### config.mk
export PLATFORM = sky130hd
export DESIGN_NAME = nand_seq
export DESIGN_NICKNAME = d
export VERILOG_FILES = /design/src/rtl/nand_seq_pkg.sv /design/src/rtl/nand_addr_map.sv /design/src/rtl/nand_wait_timer.sv /design/src/rtl/nand_bus_engine.sv /design/src/rtl/nand_seq.sv
export SDC_FILE = /design/constraint.sdc
export NUM_CORES = 1
export LEC_CHECK = 0
export ABC_AREA = 0
export CAP_MARGIN = 20
export CORE_MARGIN = 8
export CORE_UTILIZATION = 49
export CTS_CLUSTER_SIZE = 25
export DETAILED_ROUTE_END_ITERATION = 10
export PLACE_DENSITY = 0.78
export SLEW_MARGIN = 20
export SYNTH_ARGS = -nofsm -noshare
export SYNTH_HDL_FRONTEND = slang
export SYNTH_HIERARCHICAL = 1
export SYNTH_SLANG_ARGS = --single-unit
### constraint.sdc
create_clock -name clk -period 6.56 [get_ports clk]
set_input_delay 1.968 -clock clk [delete_from_list [all_inputs] [get_ports clk]]
set_output_delay 1.968 -clock clk [all_outputs]
set_load 0.01 [all_outputs]
### src/rtl/nand_seq_pkg.sv
package nand_seq_pkg;

    typedef enum logic [2:0] {
        OP_RESET     = 3'd0,
        OP_READ_ID   = 3'd1,
        OP_PAGE_READ = 3'd2,
        OP_PROGRAM   = 3'd3,
        OP_ERASE     = 3'd4
    } op_e;

    typedef enum logic [1:0] {
        BK_CMD   = 2'd0,
        BK_ADDR  = 2'd1,
        BK_WDATA = 2'd2,
        BK_RDATA = 2'd3
    } bus_kind_e;

    localparam int ROW_W = 17;
    localparam int COL_W = 12;

    localparam logic [7:0] CODE_READ_SETUP = 8'h00;
    localparam logic [7:0] CODE_READ_GO    = 8'h30;
    localparam logic [7:0] CODE_PROG_SETUP = 8'h80;
    localparam logic [7:0] CODE_PROG_GO    = 8'h10;
    localparam logic [7:0] CODE_ERASE_SETUP = 8'h60;
    localparam logic [7:0] CODE_ERASE_GO   = 8'hD0;
    localparam logic [7:0] CODE_IDENT      = 8'h90;
    localparam logic [7:0] CODE_STATUS     = 8'h70;
    localparam logic [7:0] CODE_RESET      = 8'hFF;

    localparam int STAT_READY_BIT = 6;
    localparam int STAT_FAIL_BIT  = 0;
    localparam int ID_BYTES       = 5;

endpackage

### src/rtl/nand_addr_map.sv
module nand_addr_map
    import nand_seq_pkg::*;
(
    input  logic [ROW_W-1:0] page,
    input  logic [COL_W-1:0] col,
    input  logic [2:0]       idx,
    output logic [7:0]       addr_byte
);
    always_comb begin
        unique case (idx)
            3'd0:    addr_byte = col[7:0];
            3'd1:    addr_byte = {4'b0000, col[11:8]};
            3'd2:    addr_byte = page[7:0];
            3'd3:    addr_byte = page[15:8];
            3'd4:    addr_byte = {7'b0000000, page[16]};
            default: addr_byte = 8'h00;
        endcase
    end
endmodule

### src/rtl/nand_wait_timer.sv
module nand_wait_timer #(
    parameter int LIMIT = 200
) (
    input  logic clk,
    input  logic rst_n,
    input  logic run,
    output logic expired
);
    localparam int TW = $clog2(LIMIT + 1);

    logic [TW-1:0] cnt;

    assign expired = (cnt == TW'(LIMIT));

    always_ff @(posedge clk or negedge rst_n) begin
        if (!rst_n) begin
            cnt <= '0;
        end else if (!run) begin
            cnt <= '0;
        end else if (!expired) begin
            cnt <= cnt + TW'(1);
        end
    end
endmodule

### src/rtl/nand_bus_engine.sv
module nand_bus_engine
    import nand_seq_pkg::*;
#(
    parameter int RD_LOW_CYC = 2
) (
    input  logic      clk,
    input  logic      rst_n,
    input  logic      start,
    input  bus_kind_e kind,
    input  logic [7:0] wbyte,
    output logic      done,
    output logic [7:0] rbyte,
    output logic      cle,
    output logic      ale,
    output logic      we_n,
    output logic      re_n,
    output logic [7:0] io_out,
    output logic      io_oe,
    input  logic [7:0] io_in
);
    localparam int CW = (RD_LOW_CYC > 1) ? $clog2(RD_LOW_CYC) : 1;

    typedef enum logic [2:0] {
        E_IDLE, E_SETUP, E_WLOW, E_HOLD, E_RLOW, E_RHIGH
    } eng_st_e;

    eng_st_e   st, st_nx;
    bus_kind_e kind_q;
    logic [7:0] byte_q;
    logic [CW-1:0] cnt;
    logic rd_last;
    logic wr_phase;

    assign rd_last = (cnt == CW'(RD_LOW_CYC - 1));

    always_ff @(posedge clk or negedge rst_n) begin
        if (!rst_n) st <= E_IDLE;
        else        st <= st_nx;
    end

    always_comb begin
        st_nx = st;
        unique case (st)
            E_IDLE:  if (start) st_nx = (kind == BK_RDATA) ? E_RLOW : E_SETUP;
            E_SETUP: st_nx = E_WLOW;
            E_WLOW:  st_nx = E_HOLD;
            E_HOLD:  st_nx = E_IDLE;
            E_RLOW:  if (rd_last) st_nx = E_RHIGH;
            E_RHIGH: st_nx = E_IDLE;
            default: st_nx = E_IDLE;
        endcase
    end

    always_ff @(posedge clk or negedge rst_n) begin
        if (!rst_n) begin
            kind_q <= BK_CMD;
            byte_q <= 8'h00;
            cnt    <= '0;
            rbyte  <= 8'h00;
            done   <= 1'b0;
        end else begin
            if (st == E_IDLE && start) begin
                kind_q <= kind;
                byte_q <= wbyte;
            end
            if (st == E_RLOW) cnt <= cnt + CW'(1);
            else              cnt <= '0;
            if (st == E_RLOW && rd_last) rbyte <= io_in;
            done <= (st == E_HOLD) || (st == E_RHIGH);
        end
    end

    always_comb begin
        wr_phase = (st == E_SETUP) || (st == E_WLOW) || (st == E_HOLD);
        cle      = wr_phase && (kind_q == BK_CMD);
        ale      = wr_phase && (kind_q == BK_ADDR);
        io_oe    = wr_phase;
        io_out   = byte_q;
        we_n     = (st != E_WLOW);
        re_n     = (st != E_RLOW);
    end
endmodule

### src/rtl/nand_seq.sv
module nand_seq
    import nand_seq_pkg::*;
#(
    parameter int PAGE_BYTES = 64,
    parameter int RD_LOW_CYC = 2,
    parameter int TMO_CYC    = 200
) (
    input  logic                              clk,
    input  logic                              rst_n,
    input  logic                              req_valid,
    input  logic [2:0]                        req_op,
    input  logic [16:0]                       req_page,
    input  logic [11:0]                       req_col,
    input  logic [$clog2(PAGE_BYTES+1)-1:0]   req_len,
    input  logic                              clr_err,
    output logic                              busy,
    output logic                              done,
    output logic                              err_rd_tmo,
    output logic                              err_wr_tmo,
    output logic                              err_prog,
    output logic                              err_erase,
    output logic [$clog2(PAGE_BYTES)-1:0]     buf_addr,
    output logic [7:0]                        buf_wdata,
    output logic                              buf_we,
    input  logic [7:0]                        buf_rdata,
    output logic                              dev_ce_n,
    output logic                              dev_cle,
    output logic                              dev_ale,
    output logic                              dev_we_n,
    output logic                              dev_re_n,
    output logic [7:0]                        dev_io_out,
    output logic                              dev_io_oe,
    input  logic [7:0]                        dev_io_in,
    input  logic                              dev_rb
);
    localparam int LEN_W  = $clog2(PAGE_BYTES + 1);
    localparam int ADDR_W = $clog2(PAGE_BYTES);

    typedef enum logic [3:0] {
        S_IDLE, S_CMD1, S_ADDR, S_WDATA, S_CMD2, S_WAIT_RB,
        S_RDATA, S_STAT_CMD, S_STAT_RD, S_FINISH
    } seq_st_e;

    seq_st_e st, st_nx;

    op_e              op_q;
    logic [ROW_W-1:0] page_q;
    logic [COL_W-1:0] col_q;
    logic [LEN_W-1:0] len_q;
    logic [LEN_W-1:0] idx;
    logic             issued;
    logic             rb_q;
    logic             rb_rise;

    logic             eng_start;
    bus_kind_e        eng_kind;
    logic [7:0]       eng_byte;
    logic             eng_done;
    logic [7:0]       eng_rbyte;
    logic [7:0]       addr_byte;
    logic             tmo_expired;

    logic [7:0]       first_code, second_code;
    logic [2:0]       addr_first, addr_last;
    logic [LEN_W-1:0] data_len;
    logic             byte_state;
    logic             addr_end, data_end;
    logic             set_rd_tmo, set_wr_tmo, set_prog, set_erase;
    logic             stat_bad;

    nand_addr_map u_addr (
        .page      (page_q),
        .col       (col_q),
        .idx       (idx[2:0]),
        .addr_byte (addr_byte)
    );

    nand_wait_timer #(.LIMIT(TMO_CYC)) u_timer (
        .clk     (clk),
        .rst_n   (rst_n),
        .run     (st == S_WAIT_RB),
        .expired (tmo_expired)
    );

    nand_bus_engine #(.RD_LOW_CYC(RD_LOW_CYC)) u_eng (
        .clk    (clk),
        .rst_n  (rst_n),
        .start  (eng_start),
        .kind   (eng_kind),
        .wbyte  (eng_byte),
        .done   (eng_done),
        .rbyte  (eng_rbyte),
        .cle    (dev_cle),
        .ale    (dev_ale),
        .we_n   (dev_we_n),
        .re_n   (dev_re_n),
        .io_out (dev_io_out),
        .io_oe  (dev_io_oe),
        .io_in  (dev_io_in)
    );

    // Per-operation frame parameters
    always_comb begin
        first_code  = CODE_RESET;
        second_code = CODE_READ_GO;
        addr_first  = 3'd0;
        addr_last   = 3'd4;
        data_len    = len_q;
        unique case (op_q)
            OP_RESET:     first_code = CODE_RESET;
            OP_READ_ID: begin
                first_code = CODE_IDENT;
                addr_last  = 3'd0;
                data_len   = LEN_W'(ID_BYTES);
            end
            OP_PAGE_READ: begin
                first_code  = CODE_READ_SETUP;
                second_code = CODE_READ_GO;
            end
            OP_PROGRAM: begin
                first_code  = CODE_PROG_SETUP;
                second_code = CODE_PROG_GO;
            end
            OP_ERASE: begin
                first_code  = CODE_ERASE_SETUP;
                second_code = CODE_ERASE_GO;
                addr_first  = 3'd2;
            end
            default: first_code = CODE_RESET;
        endcase
    end

    assign addr_end = (idx == LEN_W'(addr_last));
    assign data_end = (idx == data_len - LEN_W'(1));
    assign stat_bad = !eng_rbyte[STAT_READY_BIT] || eng_rbyte[STAT_FAIL_BIT];

    // State register
    always_ff @(posedge clk or negedge rst_n) begin
        if (!rst_n) st <= S_IDLE;
        else        st <= st_nx;
    end

    // Next state
    always_comb begin
        st_nx = st;
        unique case (st)
            S_IDLE:
                if (req_valid) st_nx = (req_op <= 3'd4) ? S_CMD1 : S_FINISH;
            S_CMD1:
                if (eng_done) st_nx = (op_q == OP_RESET) ? S_WAIT_RB : S_ADDR;
            S_ADDR:
                if (eng_done && addr_end) begin
                    if (op_q == OP_READ_ID)
                        st_nx = S_RDATA;
                    else if (op_q == OP_PROGRAM && len_q != '0)
                        st_nx = S_WDATA;
                    else
                        st_nx = S_CMD2;
                end
            S_WDATA:
                if (eng_done && data_end) st_nx = S_CMD2;
            S_CMD2:
                if (eng_done) st_nx = S_WAIT_RB;
            S_WAIT_RB:
                if (rb_rise) begin
                    if (op_q == OP_PROGRAM || op_q == OP_ERASE)
                        st_nx = S_STAT_CMD;
                    else if (op_q == OP_PAGE_READ && len_q != '0)
                        st_nx = S_RDATA;
                    else
                        st_nx = S_FINISH;
                end else if (tmo_expired) begin
                    st_nx = S_FINISH;
                end
            S_RDATA:
                if (eng_done && data_end) st_nx = S_FINISH;
            S_STAT_CMD:
                if (eng_done) st_nx = S_STAT_RD;
            S_STAT_RD:
                if (eng_done) st_nx = S_FINISH;
            S_FINISH:
                st_nx = S_IDLE;
            default:
                st_nx = S_IDLE;
        endcase
    end

    // Outputs
    always_comb begin
        byte_state = 1'b0;
        eng_kind   = BK_CMD;
        eng_byte   = 8'h00;
        unique case (st)
            S_CMD1:     begin byte_state = 1'b1; eng_byte = first_code; end
            S_ADDR:     begin byte_state = 1'b1; eng_kind = BK_ADDR;
                              eng_byte = (op_q == OP_READ_ID) ? 8'h00 : addr_byte; end
            S_WDATA:    begin byte_state = 1'b1; eng_kind = BK_WDATA; eng_byte = buf_rdata; end
            S_CMD2:     begin byte_state = 1'b1; eng_byte = second_code; end
            S_STAT_CMD: begin byte_state = 1'b1; eng_byte = CODE_STATUS; end
            S_RDATA,
            S_STAT_RD:  begin byte_state = 1'b1; eng_kind = BK_RDATA; end
            default:    byte_state = 1'b0;
        endcase
        eng_start  = byte_state && !issued;
        busy       = (st != S_IDLE);
        done       = (st == S_FINISH);
        dev_ce_n   = (st == S_IDLE);
        buf_addr   = idx[ADDR_W-1:0];
        buf_wdata  = eng_rbyte;
        buf_we     = (st == S_RDATA) && eng_done;
        set_rd_tmo = (st == S_WAIT_RB) && !rb_rise && tmo_expired &&
                     (op_q == OP_RESET || op_q == OP_PAGE_READ);
        set_wr_tmo = (st == S_WAIT_RB) && !rb_rise && tmo_expired &&
                     (op_q == OP_PROGRAM || op_q == OP_ERASE);
        set_prog   = (st == S_STAT_RD) && eng_done && stat_bad && (op_q == OP_PROGRAM);
        set_erase  = (st == S_STAT_RD) && eng_done && stat_bad && (op_q == OP_ERASE);
    end

    // Request capture, counters, ready edge, flags
    always_ff @(posedge clk or negedge rst_n) begin
        if (!rst_n) begin
            op_q       <= OP_RESET;
            page_q     <= '0;
            col_q      <= '0;
            len_q      <= '0;
            idx        <= '0;
            issued     <= 1'b0;
            rb_q       <= 1'b1;
            rb_rise    <= 1'b0;
            err_rd_tmo <= 1'b0;
            err_wr_tmo <= 1'b0;
            err_prog   <= 1'b0;
            err_erase  <= 1'b0;
        end else begin
            if (st == S_IDLE && req_valid) begin
                op_q   <= op_e'(req_op);
                page_q <= req_page;
                col_q  <= req_col;
                len_q  <= req_len;
            end

            if (st != st_nx) begin
                idx    <= (st_nx == S_ADDR) ? LEN_W'(addr_first) : '0;
                issued <= 1'b0;
            end else if (eng_done) begin
                idx    <= idx + LEN_W'(1);
                issued <= 1'b0;
            end else if (eng_start) begin
                issued <= 1'b1;
            end

            rb_q <= dev_rb;
            if (st == S_CMD1)            rb_rise <= 1'b0;
            else if (dev_rb && !rb_q)    rb_rise <= 1'b1;

            err_rd_tmo <= (err_rd_tmo && !clr_err) || set_rd_tmo;
            err_wr_tmo <= (err_wr_tmo && !clr_err) || set_wr_tmo;
            err_prog   <= (err_prog   && !clr_err) || set_prog;
            err_erase  <= (err_erase  && !clr_err) || set_erase;
        end
    end
endmodule

==> results.json <==
{
  "pin_count": 95,
  "drive_above_1_share_pct": 17.41,
  "routedWlPerCell_um": 17.42,
  "drc_errors": 0,
  "grt_overflow": 0,
  "core_sq_um": 10230,
  "cts.path.max_buffers": 2,
  "synth_seq_cells": 88,
  "ys_types": 67,
  "worst_setup_path_start_kind": "register",
  "nNetsFinal": 617,
  "cap_violations": 0,
  "powerDensity_nw_per_um2": 413.8,
  "cp_max_fo": 22,
  "hp-class": "reg -> reg",
  "arrival_ns": 2.37,
  "syn_avg_cell_area_sq_um": 10.63,
  "numCtsBuffers": 9,
  "min_period_ns": 4.337,
  "vias": 3974,
  "outcome": "finished clean",
  "fmax_mhz": 230.6,
  "floorplan.initialDensity_pct": 50.08,
  "die_h_um": 118.3,
  "synth_edf_count": 0,
  "instances_no_fill": 693,
  "hpwl_um": 8964,
  "slew_headroom_pct": 38.59,
  "syn_inst": 482,
  "max_slew.worst_pin.slew_ns": 0.9173,
  "ir_drop_mv": 0.2000,
  "row_count": 37,
  "viasPerCell": 5.734,
  "syn_area_sq_um": 5124,
  "fin_skew_ns": 0.01381,
  "antenna_found_initial": 0,
  "cts_sinks": 88,
  "area_growth_pct": 21.03,
  "p_leak_nw": 2.596,
  "drt_iter0_markers": 259,
  "grt_max_degree": 89,
  "ys_warn_count": 6,
  "numPlacedInstances": 677,
  "final_max_slew_viol_count": 0,
  "drtPass1Iterations": 5,
  "insertion_delay_ns": 0.37,
  "place.gp.congestion": 0.9590,
  "grt_pass1_wl_um": 20200,
  "wl_um": 12070,
  "crit_chain": "nor2b_1 > nand2_1 > nor2_1 > clkdlybuf4s50_1",
  "cts-root-buf": "clkbuf_8",
  "fp.dieW_um": 118.3,
  "detail-route-antenna-nets": 0,
  "grt_pass1_vias": 4020,
  "async_flop_share_pct": 100.0,
  "crit_path_top_delay_cell": "dfrtp_1",
  "yosys_most_used_dff": "dfrtp_1",
  "rsz0062_at_grt": "no",
  "htreeDepth": 3,
  "num_antenna_cells": 0,
  "fin_crit_sh_pct": 66.12,
  "cts_resized": 0,
  "cp.required_ns": 4.59,
  "clk_pin_slew_ns": 0.10,
  "grtUsageTotal_pct": 17.38,
  "ys_seq_area_share_pct": 43.00,
  "cts_tree": "yes",
  "syn_nets": 547,
  "max_stage_delay_ns": 0.65,
  "hold_violations": 0,
  "die-area_sq_um": 13980,
  "worstSetupPathType": "reg -> out",
  "finalSetupViolations": 0,
  "endpoint_kind": "output port",
  "port_buffers": 94,
  "finalSetupTns_ns": 0,
  "cts_setup_buffers": 0,
  "ctsHoldBuffers": 0
}
[where the power goes]
part	leakage, nW	internal, mW	switching, mW
Clock	0.0839	0.143	0.210
Sequential	1.12	0.723	0.256
Combinational	1.39	0.657	0.578
[critical path, delay by kind of cell, from the launching register on]
family | cells | cell delay, ns
and+or+nand+nor | 3 | 0.80
buffers and inverters | 1 | 0.54
DFF | 1 | 0.65
[area by class of cell]
class / instances / area (sq um)
inverter: 18 / 67.56
tap: 136 / 170.2
timing repair buffer: 95 / 949.7
multi-input combinational: 340 / 2633
sequential: 88 / 2203
fill: 851 / 4030
clock inverter: 6 / 50.05
clock buffer: 10 / 127.6
[synthesized netlist by cell type (5+ instances only)]
cell,n,share of area (%)
a21oi_1,12,1.2
a22oi_1,10,1.5
a31oi_1,5,0.61
and2_1,6,0.73
buf_4,7,1.0
buf_6,7,1.5
clkbuf_1,13,0.95
dfrtp_1,87,42
ha_1,5,1.2
inv_1,18,1.3
mux2_2,45,9.9
mux2_4,18,5.3
mux2i_1,7,1.4
nand2_1,40,2.9
nand2b_1,10,1.2
nand3_1,7,0.68
nand4_1,5,0.61
nor2_1,44,3.2
nor2b_1,8,0.98
nor3_1,6,0.59
o21ai_0,12,1.2
o22ai_1,7,0.85
or3_1,8,0.98
xnor2_1,12,2.1
xor2_1,9,1.5
[layout by cell type (no fill, tap or decap), drive strengths merged, types with 8 or more instances in the layout]
| cell | instances |
|---|---|
| nor2 | 44 |
| dfrtp | 87 |
| a21oi | 12 |
| nand2b | 10 |
| clkdlybuf4s50 | 93 |
| a22oi | 10 |
| xnor2 | 12 |
| xor2 | 9 |
| inv | 21 |
| clkbuf | 10 |
| o21ai | 12 |
| mux2 | 63 |
| or3 | 8 |
| nor2b | 8 |
| nand2 | 40 |
[final timing paths]
kind | cells past startpoint | from | endpoint | slack (ns)
worst max-delay path | 4 | st[3] | buf_we | 2.22
worst min-delay path | 1 | u_eng/cnt | u_eng/cnt | 0.43
worst max register to register | 12 | op_q[0] | idx[1] | 2.61
worst min register to register | 1 | u_eng/cnt | u_eng/cnt | 0.43
max in group asynchronous | 1 | rst_n | u_timer/cnt[0] | 4.33
min in group asynchronous | 1 | rst_n | u_timer/cnt[3] | 1.63
[cells by family after synthesis]
group                      share of synthesized area, %
and+or+nand+nor                                   17.17
DFF                                               43.00
AOI/OAI and AO/OA                                 11.55
muxes                                             17.85
buffers and inverters                             5.616
xor gates and xnor gates                          3.590
adders and majority gates                         1.221
[metrics by stage]
| step | area [sq um] | setup WS [ns] | total power [mW] | hold WS [ns] | utilization [%] |
|---|---|---|---|---|---|
| 2_1_floorplan | 5124 | 3.162 | 1.900 | 0.4045 | - |
| 3_3_place_gp | 6020 | 2.114 | 2.175 | 0.4147 | 58.84 |
| 3_5_place_dp | 6020 | 2.091 | 2.213 | 0.4195 | 58.84 |
| 4_1_cts | 6197 | 2.245 | 2.570 | 0.4330 | 60.57 |
| 5_1_grt | 6201 | 2.127 | 2.756 | 0.4736 | 60.61 |
| 6_report | 6201 | 2.223 | 2.566 | 0.4307 | 60.61 |
[state kept, by name, summed over array words and instances, names as in the netlist, 2 cells and up]
register      count
st                4
u_eng/io_out      8
u_eng/rbyte       8
u_eng/st          3
page_q           17
u_eng/kind_q      2
len_q             7
u_timer/cnt       8
col_q            12
op_q              3
idx               7
[layer usage]
| layer | up-vias | track usage [%] | share of wire, % |
|---|---|---|---|
| met3 | 24 | 4.855 | 6.9 |
| met4 | 0 | 6.485 | 2.3 |
| met1 | 1939 | 23.13 | 46 |
| met2 | 148 | 26.43 | 45 |
| li1 | 1863 | - | - |
| met5 | - | 0 | 0 |
No activity file was read; power rests on OpenSTA's default activity.
